==> src/rtl/sdram_seq_pkg.sv <==
package sdram_seq_pkg;

    typedef enum logic [2:0] {
        CMD_NOP,
        CMD_ACT,
        CMD_RD,
        CMD_WR,
        CMD_PRE
    } sd_cmd_e;

    typedef enum logic [2:0] {
        S_IDLE,
        S_PRE,
        S_ACT,
        S_GAP,
        S_COL,
        S_CL1,
        S_CL2,
        S_RDY
    } seq_state_e;

endpackage

==> src/rtl/sdram_bank_slot.sv <==
module sdram_bank_slot #(
    parameter int ROW_W = 13,
    parameter int CFG_W = 4
) (
    input  logic             clk,
    input  logic             rst_n,
    input  logic             act_i,
    input  logic             pre_i,
    input  logic             wr_i,
    input  logic [ROW_W-1:0] row_i,
    input  logic [CFG_W-1:0] tras_i,
    input  logic [CFG_W-1:0] twr_i,
    output logic             open_o,
    output logic [ROW_W-1:0] row_o,
    output logic             pre_ok_o
);

    logic             open_q;
    logic [ROW_W-1:0] row_q;
    logic [CFG_W-1:0] ras_cnt;
    logic [CFG_W-1:0] wr_cnt;

    always_ff @(posedge clk) begin
        if (!rst_n) begin
            open_q  <= 1'b0;
            row_q   <= '0;
            ras_cnt <= '0;
            wr_cnt  <= '0;
        end else begin
            if (act_i) begin
                open_q <= 1'b1;
                row_q  <= row_i;
            end else if (pre_i) begin
                open_q <= 1'b0;
            end

            if (act_i)
                ras_cnt <= (tras_i == '0) ? '0 : tras_i - CFG_W'(1);
            else if (ras_cnt != '0)
                ras_cnt <= ras_cnt - CFG_W'(1);

            if (wr_i)
                wr_cnt <= (twr_i == '0) ? '0 : twr_i - CFG_W'(1);
            else if (wr_cnt != '0)
                wr_cnt <= wr_cnt - CFG_W'(1);
        end
    end

    assign open_o   = open_q;
    assign row_o    = row_q;
    assign pre_ok_o = (ras_cnt == '0) && (wr_cnt == '0);

    // a bank is only activated while it is closed
    a_r4_act_closed: assert property (@(posedge clk) disable iff (!rst_n)
        act_i |-> !open_q);

    // a bank is only precharged while it is open
    a_r5_pre_open: assert property (@(posedge clk) disable iff (!rst_n)
        pre_i |-> open_q);

    // precharge waits for both the tRAS and tWR windows
    a_r6_pre_window: assert property (@(posedge clk) disable iff (!rst_n)
        pre_i |-> (ras_cnt == '0 && wr_cnt == '0));

    // a write is only issued to an open bank, so tWR always starts inside an open window
    a_r6_write_open: assert property (@(posedge clk) disable iff (!rst_n)
        wr_i |-> open_q);

endmodule

==> src/rtl/sdram_bank_tracker.sv <==
module sdram_bank_tracker #(
    parameter int NBANK = 4,
    parameter int ROW_W = 13,
    parameter int CFG_W = 4,
    localparam int BANK_W = $clog2(NBANK)
) (
    input  logic                        clk,
    input  logic                        rst_n,
    input  logic                        act_i,
    input  logic                        pre_i,
    input  logic                        wr_i,
    input  logic [BANK_W-1:0]           bank_i,
    input  logic [ROW_W-1:0]            row_i,
    input  logic [CFG_W-1:0]            tras_i,
    input  logic [CFG_W-1:0]            twr_i,
    output logic [NBANK-1:0]            open_o,
    output logic [NBANK-1:0][ROW_W-1:0] row_o,
    output logic [NBANK-1:0]            pre_ok_o
);

    for (genvar g = 0; g < NBANK; g++) begin : g_slot
        logic sel;
        assign sel = (bank_i == BANK_W'(g));

        sdram_bank_slot #(
            .ROW_W (ROW_W),
            .CFG_W (CFG_W)
        ) u_slot (
            .clk      (clk),
            .rst_n    (rst_n),
            .act_i    (act_i && sel),
            .pre_i    (pre_i && sel),
            .wr_i     (wr_i && sel),
            .row_i    (row_i),
            .tras_i   (tras_i),
            .twr_i    (twr_i),
            .open_o   (open_o[g]),
            .row_o    (row_o[g]),
            .pre_ok_o (pre_ok_o[g])
        );
    end

    // at most one bank changes state per cycle
    a_r13_one_bank: assert property (@(posedge clk) disable iff (!rst_n)
        $countones({act_i, pre_i}) <= 1);

endmodule

==> src/rtl/sdram_cmd_pins.sv <==
module sdram_cmd_pins
    import sdram_seq_pkg::*;
(
    input  sd_cmd_e cmd_i,
    output logic    cs_n,
    output logic    ras_n,
    output logic    cas_n,
    output logic    we_n
);

    always_comb begin
        unique case (cmd_i)
            CMD_ACT: {cs_n, ras_n, cas_n, we_n} = 4'b0011;
            CMD_RD:  {cs_n, ras_n, cas_n, we_n} = 4'b0101;
            CMD_WR:  {cs_n, ras_n, cas_n, we_n} = 4'b0100;
            CMD_PRE: {cs_n, ras_n, cas_n, we_n} = 4'b0010;
            default: {cs_n, ras_n, cas_n, we_n} = 4'b0111;
        endcase
    end

endmodule

==> src/rtl/sdram_seq.sv <==
module sdram_seq
    import sdram_seq_pkg::*;
#(
    parameter int NBANK  = 4,
    parameter int ROW_W  = 13,
    parameter int COL_W  = 9,
    parameter int DATA_W = 32,
    parameter int CFG_W  = 4,
    localparam int BANK_W = $clog2(NBANK),
    localparam int ADDR_W = BANK_W + ROW_W + COL_W,
    localparam int MASK_W = DATA_W / 8
) (
    input  logic              clk,
    input  logic              rst_n,
    input  logic              cfg_narrow,
    input  logic [CFG_W-1:0]  cfg_trp,
    input  logic [CFG_W-1:0]  cfg_trcd,
    input  logic [CFG_W-1:0]  cfg_tras,
    input  logic [CFG_W-1:0]  cfg_twr,
    input  logic              host_req,
    input  logic              host_we,
    input  logic [ADDR_W-1:0] host_addr,
    input  logic [MASK_W-1:0] host_be,
    input  logic [DATA_W-1:0] host_wdata,
    output logic              host_ready,
    output logic [DATA_W-1:0] host_rdata,
    output logic              sd_cs_n,
    output logic              sd_ras_n,
    output logic              sd_cas_n,
    output logic              sd_we_n,
    output logic [BANK_W-1:0] sd_ba,
    output logic [ROW_W-1:0]  sd_a,
    output logic [MASK_W-1:0] sd_dqm,
    output logic [DATA_W-1:0] sd_dq_o,
    output logic              sd_dq_oe,
    input  logic [DATA_W-1:0] sd_dq_i
);

    localparam int A10 = 10;

    // column to address pins: bit 10 is skipped, it carries the precharge flag
    function automatic logic [ROW_W-1:0] col_to_pins(input logic [COL_W-1:0] c);
        logic [ROW_W-1:0] a;
        a = '0;
        for (int i = 0; i < COL_W; i++) begin
            if (i < A10) a[i] = c[i];
            else         a[i + 1] = c[i];
        end
        return a;
    endfunction

    // request fields
    logic [BANK_W-1:0] req_bank;
    logic [ROW_W-1:0]  req_row;
    logic [COL_W-1:0]  req_col;
    assign req_bank = host_addr[ADDR_W-1 -: BANK_W];
    assign req_row  = host_addr[COL_W +: ROW_W];
    assign req_col  = host_addr[COL_W-1:0];

    // latched request
    logic [BANK_W-1:0] q_bank;
    logic [ROW_W-1:0]  q_row;
    logic [COL_W-1:0]  q_col;
    logic              q_we;
    logic [MASK_W-1:0] q_be;
    logic [DATA_W-1:0] q_wdata;
    logic [DATA_W-1:0] rd_q;

    seq_state_e        state_q, state_d;
    seq_state_e        gap_tgt;
    logic [CFG_W-1:0]  gap_cnt;

    logic [NBANK-1:0]            bank_open;
    logic [NBANK-1:0][ROW_W-1:0] bank_row;
    logic [NBANK-1:0]            bank_pre_ok;

    logic req_hit, req_closed;
    assign req_closed = !bank_open[req_bank];
    assign req_hit    = bank_open[req_bank] && (bank_row[req_bank] == req_row);

    logic fire_act, fire_pre, fire_wr;
    assign fire_act = (state_q == S_ACT);
    assign fire_pre = (state_q == S_PRE) && bank_pre_ok[q_bank];
    assign fire_wr  = (state_q == S_COL) && q_we;

    sdram_bank_tracker #(
        .NBANK (NBANK),
        .ROW_W (ROW_W),
        .CFG_W (CFG_W)
    ) u_tracker (
        .clk      (clk),
        .rst_n    (rst_n),
        .act_i    (fire_act),
        .pre_i    (fire_pre),
        .wr_i     (fire_wr),
        .bank_i   (q_bank),
        .row_i    (q_row),
        .tras_i   (cfg_tras),
        .twr_i    (cfg_twr),
        .open_o   (bank_open),
        .row_o    (bank_row),
        .pre_ok_o (bank_pre_ok)
    );

    // next state
    always_comb begin
        state_d = state_q;
        unique case (state_q)
            S_IDLE: begin
                if (host_req) begin
                    if (req_hit)         state_d = S_COL;
                    else if (req_closed) state_d = S_ACT;
                    else                 state_d = S_PRE;
                end
            end
            S_PRE: begin
                if (bank_pre_ok[q_bank])
                    state_d = (cfg_trp <= CFG_W'(1)) ? S_ACT : S_GAP;
            end
            S_ACT:  state_d = (cfg_trcd <= CFG_W'(1)) ? S_COL : S_GAP;
            S_GAP:  if (gap_cnt == '0) state_d = gap_tgt;
            S_COL:  state_d = q_we ? S_IDLE : S_CL1;
            S_CL1:  state_d = S_CL2;
            S_CL2:  state_d = S_RDY;
            S_RDY:  state_d = S_IDLE;
        endcase
    end

    // state register
    always_ff @(posedge clk) begin
        if (!rst_n) state_q <= S_IDLE;
        else        state_q <= state_d;
    end

    // gap counter, request latch and read capture
    always_ff @(posedge clk) begin
        if (!rst_n) begin
            gap_cnt <= '0;
            gap_tgt <= S_IDLE;
            q_bank  <= '0;
            q_row   <= '0;
            q_col   <= '0;
            q_we    <= 1'b0;
            q_be    <= '0;
            q_wdata <= '0;
            rd_q    <= '0;
        end else begin
            if (state_q == S_IDLE && host_req) begin
                q_bank  <= req_bank;
                q_row   <= req_row;
                q_col   <= req_col;
                q_we    <= host_we;
                q_be    <= host_be;
                q_wdata <= host_wdata;
            end
            if (fire_pre) begin
                gap_cnt <= cfg_trp - CFG_W'(2);
                gap_tgt <= S_ACT;
            end else if (fire_act) begin
                gap_cnt <= cfg_trcd - CFG_W'(2);
                gap_tgt <= S_COL;
            end else if (state_q == S_GAP && gap_cnt != '0) begin
                gap_cnt <= gap_cnt - CFG_W'(1);
            end
            if (state_q == S_CL2)
                rd_q <= sd_dq_i;
        end
    end

    // outputs
    sd_cmd_e           cmd;
    logic [MASK_W-1:0] lane_mask;

    always_comb begin
        lane_mask = ~q_be;
        if (cfg_narrow)
            lane_mask[MASK_W-1 -: MASK_W/2] = '1;
    end

    always_comb begin
        cmd        = CMD_NOP;
        sd_a       = '0;
        sd_dqm     = '1;
        sd_dq_o    = '0;
        sd_dq_oe   = 1'b0;
        host_ready = 1'b0;
        unique case (state_q)
            S_PRE: if (bank_pre_ok[q_bank]) cmd = CMD_PRE;
            S_ACT: begin
                cmd  = CMD_ACT;
                sd_a = q_row;
            end
            S_COL: begin
                sd_a   = col_to_pins(q_col);
                sd_dqm = lane_mask;
                if (q_we) begin
                    cmd        = CMD_WR;
                    sd_dq_o    = q_wdata;
                    sd_dq_oe   = 1'b1;
                    host_ready = 1'b1;
                end else begin
                    cmd = CMD_RD;
                end
            end
            S_CL1, S_CL2: sd_dqm = lane_mask;
            S_RDY:  host_ready = 1'b1;
            default: ;
        endcase
    end

    assign sd_ba      = q_bank;
    assign host_rdata = rd_q;

    sdram_cmd_pins u_pins (
        .cmd_i (cmd),
        .cs_n  (sd_cs_n),
        .ras_n (sd_ras_n),
        .cas_n (sd_cas_n),
        .we_n  (sd_we_n)
    );

    // ready never stays high two cycles in a row
    a_r10_ready_single: assert property (@(posedge clk) disable iff (!rst_n)
        host_ready |=> !host_ready);

    // the bus is driven only while the pins encode WRITE
    a_r9_oe_write: assert property (@(posedge clk) disable iff (!rst_n)
        sd_dq_oe |-> (!sd_cs_n && sd_ras_n && !sd_cas_n && !sd_we_n));

    // a column command only goes to the open row it was meant for
    a_r12_col_open: assert property (@(posedge clk) disable iff (!rst_n)
        (state_q == S_COL) |-> (bank_open[q_bank] && bank_row[q_bank] == q_row));

    // read completion is three cycles after the READ command
    a_r8_read_return: assert property (@(posedge clk) disable iff (!rst_n)
        (state_q == S_RDY) |-> ($past(state_q, 3) == S_COL && !q_we));

    // precharge is single-bank
    a_r12_pre_a10: assert property (@(posedge clk) disable iff (!rst_n)
        (!sd_cs_n && !sd_ras_n && sd_cas_n && !sd_we_n) |-> !sd_a[A10]);

endmodule

==> config.mk <==
export PLATFORM = sky130hd
export DESIGN_NAME = sdram_seq
export DESIGN_NICKNAME = d
export VERILOG_FILES = /design/src/rtl/sdram_seq_pkg.sv /design/src/rtl/sdram_bank_slot.sv /design/src/rtl/sdram_bank_tracker.sv /design/src/rtl/sdram_cmd_pins.sv /design/src/rtl/sdram_seq.sv
export SDC_FILE = /design/constraint.sdc
export NUM_CORES = 1
export LEC_CHECK = 0
export CORE_ASPECT_RATIO = 0.75
export CORE_MARGIN = 8
export CORE_UTILIZATION = 40
export DETAILED_ROUTE_END_ITERATION = 12
export GPL_ROUTABILITY_DRIVEN = 0
export HOLD_SLACK_MARGIN = 0.1
export PLACE_DENSITY = 0.65
export REMOVE_ABC_BUFFERS = 1
export SETUP_SLACK_MARGIN = 0.15
export SYNTH_ARGS = -nofsm -noshare
export SYNTH_HDL_FRONTEND = slang
export SYNTH_SLANG_ARGS = --single-unit
==> constraint.sdc <==
create_clock -name clk -period 2.82 [get_ports clk]
set_input_delay 0.423 -clock clk [delete_from_list [all_inputs] [get_ports clk]]
set_output_delay 0.423 -clock clk [all_outputs]
set_load 0.05 [all_outputs]
==> out/qor.yml, run 1 <==
avgSynthCellArea_sq_um: 7.766
fill_cells: 1928
num_vias: 8127
cts.sinks: 190
grt_max_degree: 62
drt_iter0_drc: 575
yosys_warnings: 0
synth_seq_cells: 190
rsz0062_at_grt: "yes"
critPathMaxStageDelay_ns: 0.51
portBuffers: 200
power_mw: 9.877
cpMaxStageDelayCell: "mux4_2"
critPathArrivalTime_ns: 2.20
cts_root_buffer: "clkbuf_16"
place.detailed.hpwl_um: 19090
clk_latency_ns: 0.44
worstRegToRegCells: 9
antenna_found_initial: 2
holdCritPathClass: "reg2reg"
end_kind: "primary output"
start_util_pct: 40.74
pwr_density_cell_nw_per_um2: 800.2
layout_setup_ws_ns: 0.1935
cts_max_level: 4
hold_path_end: "q_wdata[23]"
synthDistinctLibCells: 45
fmax_mhz: 380.7
layout.nets: 1443
hp-start: "q_wdata[23]"
path_clk_slew_ns: 0.07
die_h_um: 143.2
coreArea_sq_um: 21180
max_cap_viol_count: 0
skew_ns: 0.01137
synth_area_sq_um: 8628
path_buf_inv: 2
worst_slew_pin_slew_ns: 0.8192
vdd.ir_drop.worst_mv: 0.4249
ios: 202
syn-instance-count: 1111
grt_usage_pct: 19.92
post-route-min-period_ns: 2.626
async_flop_share_pct: 0
antenna_cells: 0
fin_crit_sh_pct: 93.14
hold_depth: 2
grt_pass1_wl_um: 41880
ant_nets: 0
r2r_slack_ns: 0.51
cts_tree: "built"
first_global_vias: 7830
yosysSeqAreaShare_pct: 44.08
finish.utilization_pct: 58.28
slew_headroom_pct: 45.25
drt_pass1_iterations: 5
p_leak_nw: 4.477
r2r_start: "u_tracker.g_slot[2].u_slot.wr_cnt[0]"
syn_to_final_growth_pct: 43.05
drive_gt1_share_pct: 15.18
dpl_cell_area_sq_um: 11430
regToRegEndpoint: "u_tracker.g_slot[2].u_slot.open_o"
cp-startpoint: "u_tracker.g_slot[2].u_slot.wr_cnt[0]"
critPathLaunchType: "flip-flop"
routed_wl_um: 27150
die_x_um: 185.6
required_ns: 2.40
tns_ns: 0
worstPathCellList: "inv_1 > ha_2 > nor3b_4 > nand2_1 > mux4_2 > nor2_4 > nor2_2 > buf_6"
synth-main-ff-cell: "dfxtp_1"
final_area_sq_um: 12340
finalSetupViolations: 0
synth_edf_count: 0
worst-setup-path-type: "reg2out"
status: "complete, no violations"
slew_viol_final: 0
wl_per_cell_um: 16.84
hold_viol: 0
grt_overflow: 0
numCtsBuffers: 17
rows: 46
routed_via_density: 5.042
clockBufferDepth: 2
die-area_sq_um: 26580
post-route-drc-count: 0
critical-path-top-delay-family: "multiplexers"
dp_slack_ns: 0.2864
crit_fanout: 3
[synthesized netlist by cell type (2+ instances only)]
| cell | count | share of area [%] |
|---|---|---|
| xor2_1 | 5 | 0.51 |
| a21oi_1 | 179 | 10 |
| nand4_1 | 3 | 0.22 |
| o31a_1 | 2 | 0.20 |
| o21ai_0 | 16 | 0.93 |
| or3_1 | 10 | 0.73 |
| nor3_1 | 24 | 1.4 |
| nand2b_1 | 4 | 0.29 |
| nand2_1 | 338 | 15 |
| clkbuf_1 | 49 | 2.1 |
| buf_2 | 14 | 0.81 |
| nor3b_1 | 3 | 0.26 |
| dfxtp_1 | 190 | 44 |
| mux4_2 | 13 | 3.4 |
| nand3_1 | 7 | 0.41 |
| a211oi_1 | 18 | 1.6 |
| o31ai_1 | 3 | 0.26 |
| o22ai_1 | 2 | 0.14 |
| xnor2_1 | 24 | 2.4 |
| inv_1 | 31 | 1.3 |
| mux2i_1 | 8 | 0.93 |
| and2_1 | 37 | 2.7 |
| nor2_2 | 4 | 0.29 |
| a221o_1 | 2 | 0.23 |
| a22o_1 | 9 | 0.91 |
| and3_1 | 3 | 0.22 |
| nor3b_2 | 8 | 1.2 |
| ha_1 | 19 | 2.8 |
| o32ai_1 | 2 | 0.20 |
| or2_2 | 2 | 0.14 |
| nor2_1 | 64 | 2.8 |
| nor2b_1 | 5 | 0.36 |
[cell families (layout without fill, tap and decap cells)]
family	after synthesis	in the layout	synth area share, %
buffers and inverters	97	310	4.466
muxes	22	22	4.452
DFF	190	190	44.08
xor gates and xnor gates	29	29	2.944
AOI/OAI and AO/OA	240	240	15.43
and+or+nand+nor	513	513	25.83
adders and majority gates	19	19	2.755
other	1	1	0.04346
[tightest hold or removal path, cell delays in order (launching register included)]
cell	delay, ns
dfxtp_1	0.31
nand2_1	0.05
a21oi_1	0.05
[report_power, final]
part / total [mW] / internal (mW) / switching (mW)
registers: 3.60 / 3.16 / 0.441
clock network: 2.45 / 1.33 / 1.12
logic: 3.83 / 1.80 / 2.03
[worst max-delay path by stage]
stage                  to  depth (start not counted)
2_1_floorplan     q_be[0]                          5
3_3_place_gp   state_q[0]                          8
3_5_place_dp   state_q[0]                          8
4_1_cts          sd_ras_n                          8
5_1_grt          sd_ras_n                          8
6_report         sd_ras_n                          8
[through the flow]
step	hold WS, ns	cells
4_1_cts	0.4527	1600
3_3_place_gp	0.4377	1559
3_5_place_dp	0.4432	1559
2_1_floorplan	0.4317	1046
6_report	0.4493	1612
5_1_grt	0.4729	1612
[what timing repair did]
| item | 4_1_cts | 5_1_grt |
|---|---|---|
| pin swaps | 1 | 11 |
| setup buffers | 9 | 12 |
| gates resized for setup | 12 | 41 |
| endpoints found under the setup margin | 2 | 24 |
| hold buffers | 0 | 0 |
[sequential cells by signal, summed over array words and instances (netlist names), 9 cells and up]
name / count
q_col: 9
u_tracker.g_slot.u_slot.wr_cnt: 16
q_row: 13
u_tracker.g_slot.u_slot.ras_cnt: 16
u_tracker.g_slot.u_slot.row_o: 52
host_rdata: 32
q_wdata: 32
[metal layers]
metal / track usage, % / vias up / share of wire (%)
met2: 32.61 / 233 / 45
met4: 5.419 / 4 / 1.4
li1: - / 4088 / -
met3: 5.230 / 25 / 8.1
met1: 25.59 / 3777 / 45
met5: 0 / - / 0.099
[area by class of cell]
cell class                      instances  area [sq um]  area share (%)
Inverter                               32         125.1           1.014
Tap cell                              288         360.3           2.919
Sequential cell                       190          3817           30.93
Multi-Input combinational cell        824          4606           37.31
Clock buffer                           19         432.9           3.507
Timing Repair Buffer                  246          2845           23.05
Clock inverter                         13         156.4           1.267
[placed cells by master, fill, tap and decap left out, drive strengths merged, types with 3 or more instances in the layout]
| cell | instances |
|---|---|
| clkinvlp | 3 |
| mux2i | 8 |
| clkdlybuf4s50 | 146 |
| buf | 100 |
| and2 | 37 |
| nand2 | 338 |
| or3 | 10 |
| nor3 | 25 |
| ha | 19 |
| a22o | 9 |
| clkinv | 4 |
| nor3b | 11 |
| o21ai | 17 |
| xnor2 | 24 |
| nor2b | 5 |
| nor2 | 68 |
| nand2b | 4 |
| xor2 | 5 |
| o31ai | 3 |
| inv | 36 |
| dfxtp | 190 |
| mux4 | 13 |
| nand3 | 7 |
| a21oi | 179 |
| and3 | 3 |
| a211oi | 18 |
| clkbuf | 19 |
| nand4 | 3 |
No activity file was read; power rests on OpenSTA's default activity.
==> inputs of run 2 (changes only) <==
--- a/config.mk
+++ b/config.mk
@@ -14,6 +14,7 @@
 export PLACE_DENSITY = 0.65
 export REMOVE_ABC_BUFFERS = 1
 export SETUP_SLACK_MARGIN = 0.15
+export SKIP_CTS_REPAIR_TIMING = 1
 export SYNTH_ARGS = -nofsm -noshare
 export SYNTH_HDL_FRONTEND = slang
 export SYNTH_SLANG_ARGS = --single-unit
==> run 2 against run 1 <==
Net effect:
- design area is 0.61% lower
- final cell count is 0.19% lower
- via count hardly changed
- sequential power is essentially flat
- critical endpoint unchanged
- clock skew is 0.00094 ns lower
- clock power about the same
==> out/qor.yml, run 2 (synthesized netlist as in run 1, its figures left out) <==
drt_pass1_iterations: 7  # was 5
critical-path-top-delay-family: "simple AND/OR/NAND/NOR gates"  # was multiplexers
antenna_found_initial: 2  # unchanged
ios: 202  # unchanged
fin_crit_sh_pct: 94.82  # was 93.14%
critPathMaxStageDelay_ns: 0.53  # was 0.51 ns
worst-setup-path-type: "reg2out"  # unchanged
cts_max_level: 4  # unchanged
holdCritPathClass: "reg2reg"  # unchanged
critPathArrivalTime_ns: 2.25  # was 2.20 ns
syn_to_final_growth_pct: 42.18  # was 43.05%
cpMaxStageDelayCell: "mux4_2"  # unchanged
end_kind: "primary output"  # unchanged
routed_wl_um: 26970  # was 27150 um
r2r_start: "u_tracker.g_slot[1].u_slot.wr_cnt[1]"  # was u_tracker.g_slot[2].u_slot.wr_cnt[0]
fin_cells: 1609  # was 1612
hold_depth: 2  # unchanged
grt_usage_pct: 19.80  # was 19.92%
hold_path_end: "q_wdata[23]"  # unchanged
skew_ns: 0.01043  # was 0.01137 ns
dp_slack_ns: 0.2864  # unchanged
cts_root_buffer: "clkbuf_16"  # unchanged
dp.cells: 1559  # unchanged
max_cap_viol_count: 0  # unchanged
finalSetupViolations: 0  # unchanged
worst_slew_pin_slew_ns: 0.8388  # was 0.8192 ns
critPathLaunchType: "flip-flop"  # unchanged
slew_viol_final: 0  # unchanged
post-route-min-period_ns: 2.674  # was 2.626 ns
p_leak_nw: 4.457  # was 4.477 nW
portBuffers: 200  # unchanged
largest_reg_flops: 52  # unchanged
coreArea_sq_um: 21180  # unchanged
grt_overflow: 0  # unchanged
regToRegEndpoint: "u_tracker.g_slot[2].u_slot.open_o"  # unchanged
required_ns: 2.40  # about the same
hold_ws_ns: 0.4490  # was 0.4493 ns
start_util_pct: 40.74  # unchanged
crit_fanout: 5  # was 3
layout_setup_ws_ns: 0.1461  # was 0.1935 ns
slew_headroom_pct: 43.94  # was 45.25%
ant_nets: 0  # unchanged
hold_viol: 0  # unchanged
clk_latency_ns: 0.43  # was 0.44 ns
antenna_cells: 0  # unchanged
grt_pass1_wl_um: 41610  # was 41880 um
rsz0062_at_grt: "yes"  # unchanged
path_buf_inv: 2  # unchanged
path_clk_slew_ns: 0.07  # about the same
vdd.ir_drop.worst_mv: 0.4111  # was 0.4249 mV
layout.nets: 1440  # was 1443
die_h_um: 143.2  # unchanged
die_x_um: 185.6  # unchanged
worstPathCellList: "inv_2 > ha_4 > nor3b_4 > nand2_1 > mux4_2 > nor2_4 > nor2_2 > buf_6"  # was inv_1 > ha_2 > nor3b_4 > nand2_1 > mux4_2 > nor2_4 > nor2_2 > buf_6
die-area_sq_um: 26580  # unchanged
final_cell_mix: "337 x nand2_1, 185 x dfxtp_1, 179 x a21oi_1, 146 x clkdlybuf4s50_1, 61 x nor2_1"  # was 337 x nand2_1, 179 x a21oi_1, 179 x dfxtp_1, 146 x clkdlybuf4s50_1, 61 x nor2_1
drive_gt1_share_pct: 14.00  # was 15.18%
grt_max_degree: 62  # unchanged
r2r_slack_ns: 0.43  # was 0.51 ns
final_common_cell: "nand2_1"  # unchanged
clockBufferDepth: 2  # unchanged
place.detailed.hpwl_um: 19090  # unchanged
numCtsBuffers: 17  # unchanged
cts.sinks: 190  # unchanged
status: "complete, no violations"  # unchanged
drt_iter0_drc: 544  # was 575
cts_tree: "built"  # unchanged
wl_per_cell_um: 16.76  # was 16.84 um
worstRegToRegCells: 9  # unchanged
pwr_density_cell_nw_per_um2: 797.8  # was 800.2 nW/um^2
first_global_vias: 7762  # was 7830
hp-start: "q_wdata[23]"  # unchanged
power_mw: 9.787  # was 9.877 mW
post-route-drc-count: 0  # unchanged
fmax_mhz: 374.0  # was 380.7 MHz
rows: 46  # unchanged
routed_via_density: 5.056  # was 5.042
finish.utilization_pct: 57.92  # was 58.28%
num_vias: 8135  # was 8127
## run 2: cell types whose count changed in the layout (fill, tap and decap cells not counted)
cell,delta
dfxtp_1,+6
dfxtp_2,-6
inv_1,+5
inv_2,-5
ha_4,-4
buf_4,-3
ha_1,+2
ha_2,+2
## run 2: how the worst max path moves through the flow
stage	startpoint	end	cells after the start
floorplan	state_q[0]	q_be[0]	5
global placement	host_addr[22]	state_q[0]	8
detailed placement	host_addr[22]	state_q[0]	8
CTS	u_tracker.g_slot[1].u_slot.wr_cnt[0]	sd_ras_n	8
global route	u_tracker.g_slot[1].u_slot.wr_cnt[1]	sd_ras_n	8
finish	u_tracker.g_slot[1].u_slot.wr_cnt[1]	sd_ras_n	8
## run 2: cell type report
| type | count | area, sq um |
|---|---|---|
| clock inverter | 13 | 156.4 |
| timing repair buffer | 243 | 2823 |
| inverter | 32 | 125.1 |
| sequential | 190 | 3810 |
| tap | 288 | 360.3 |
| fill | 1933 | 8912 |
| clock buffer | 19 | 432.9 |
| multi-input combinational | 824 | 4561 |
## run 2: per-stage QoR
stage | setup TNS, ns | cell area (sq um)
floorplan | -14.44 | 8363
global placement | 0 | 11430
detailed placement | 0 | 11430
CTS | -0.1997 | 12020
global route | 0 | 12270
finish | 0 | 12270
## run 2: tightest hold or removal path, delay by kind of cell (launching register included)
kind | cells | cell delay, ns
compound gates | 1 | 0.05
flops | 1 | 0.31
simple gates | 1 | 0.05
## run 2: metal layers
layer  global-route usage, %  wire (um)
met5                       0         27
met4                   5.419        385
met3                   5.230       2040
met2                   32.27      12150
met1                   25.53      12370
## run 2: report_power, final
part           internal [mW]  switching, mW
combinational           1.75           2.00
sequential              3.15          0.438
clock                   1.33           1.12
total                   6.23           3.56
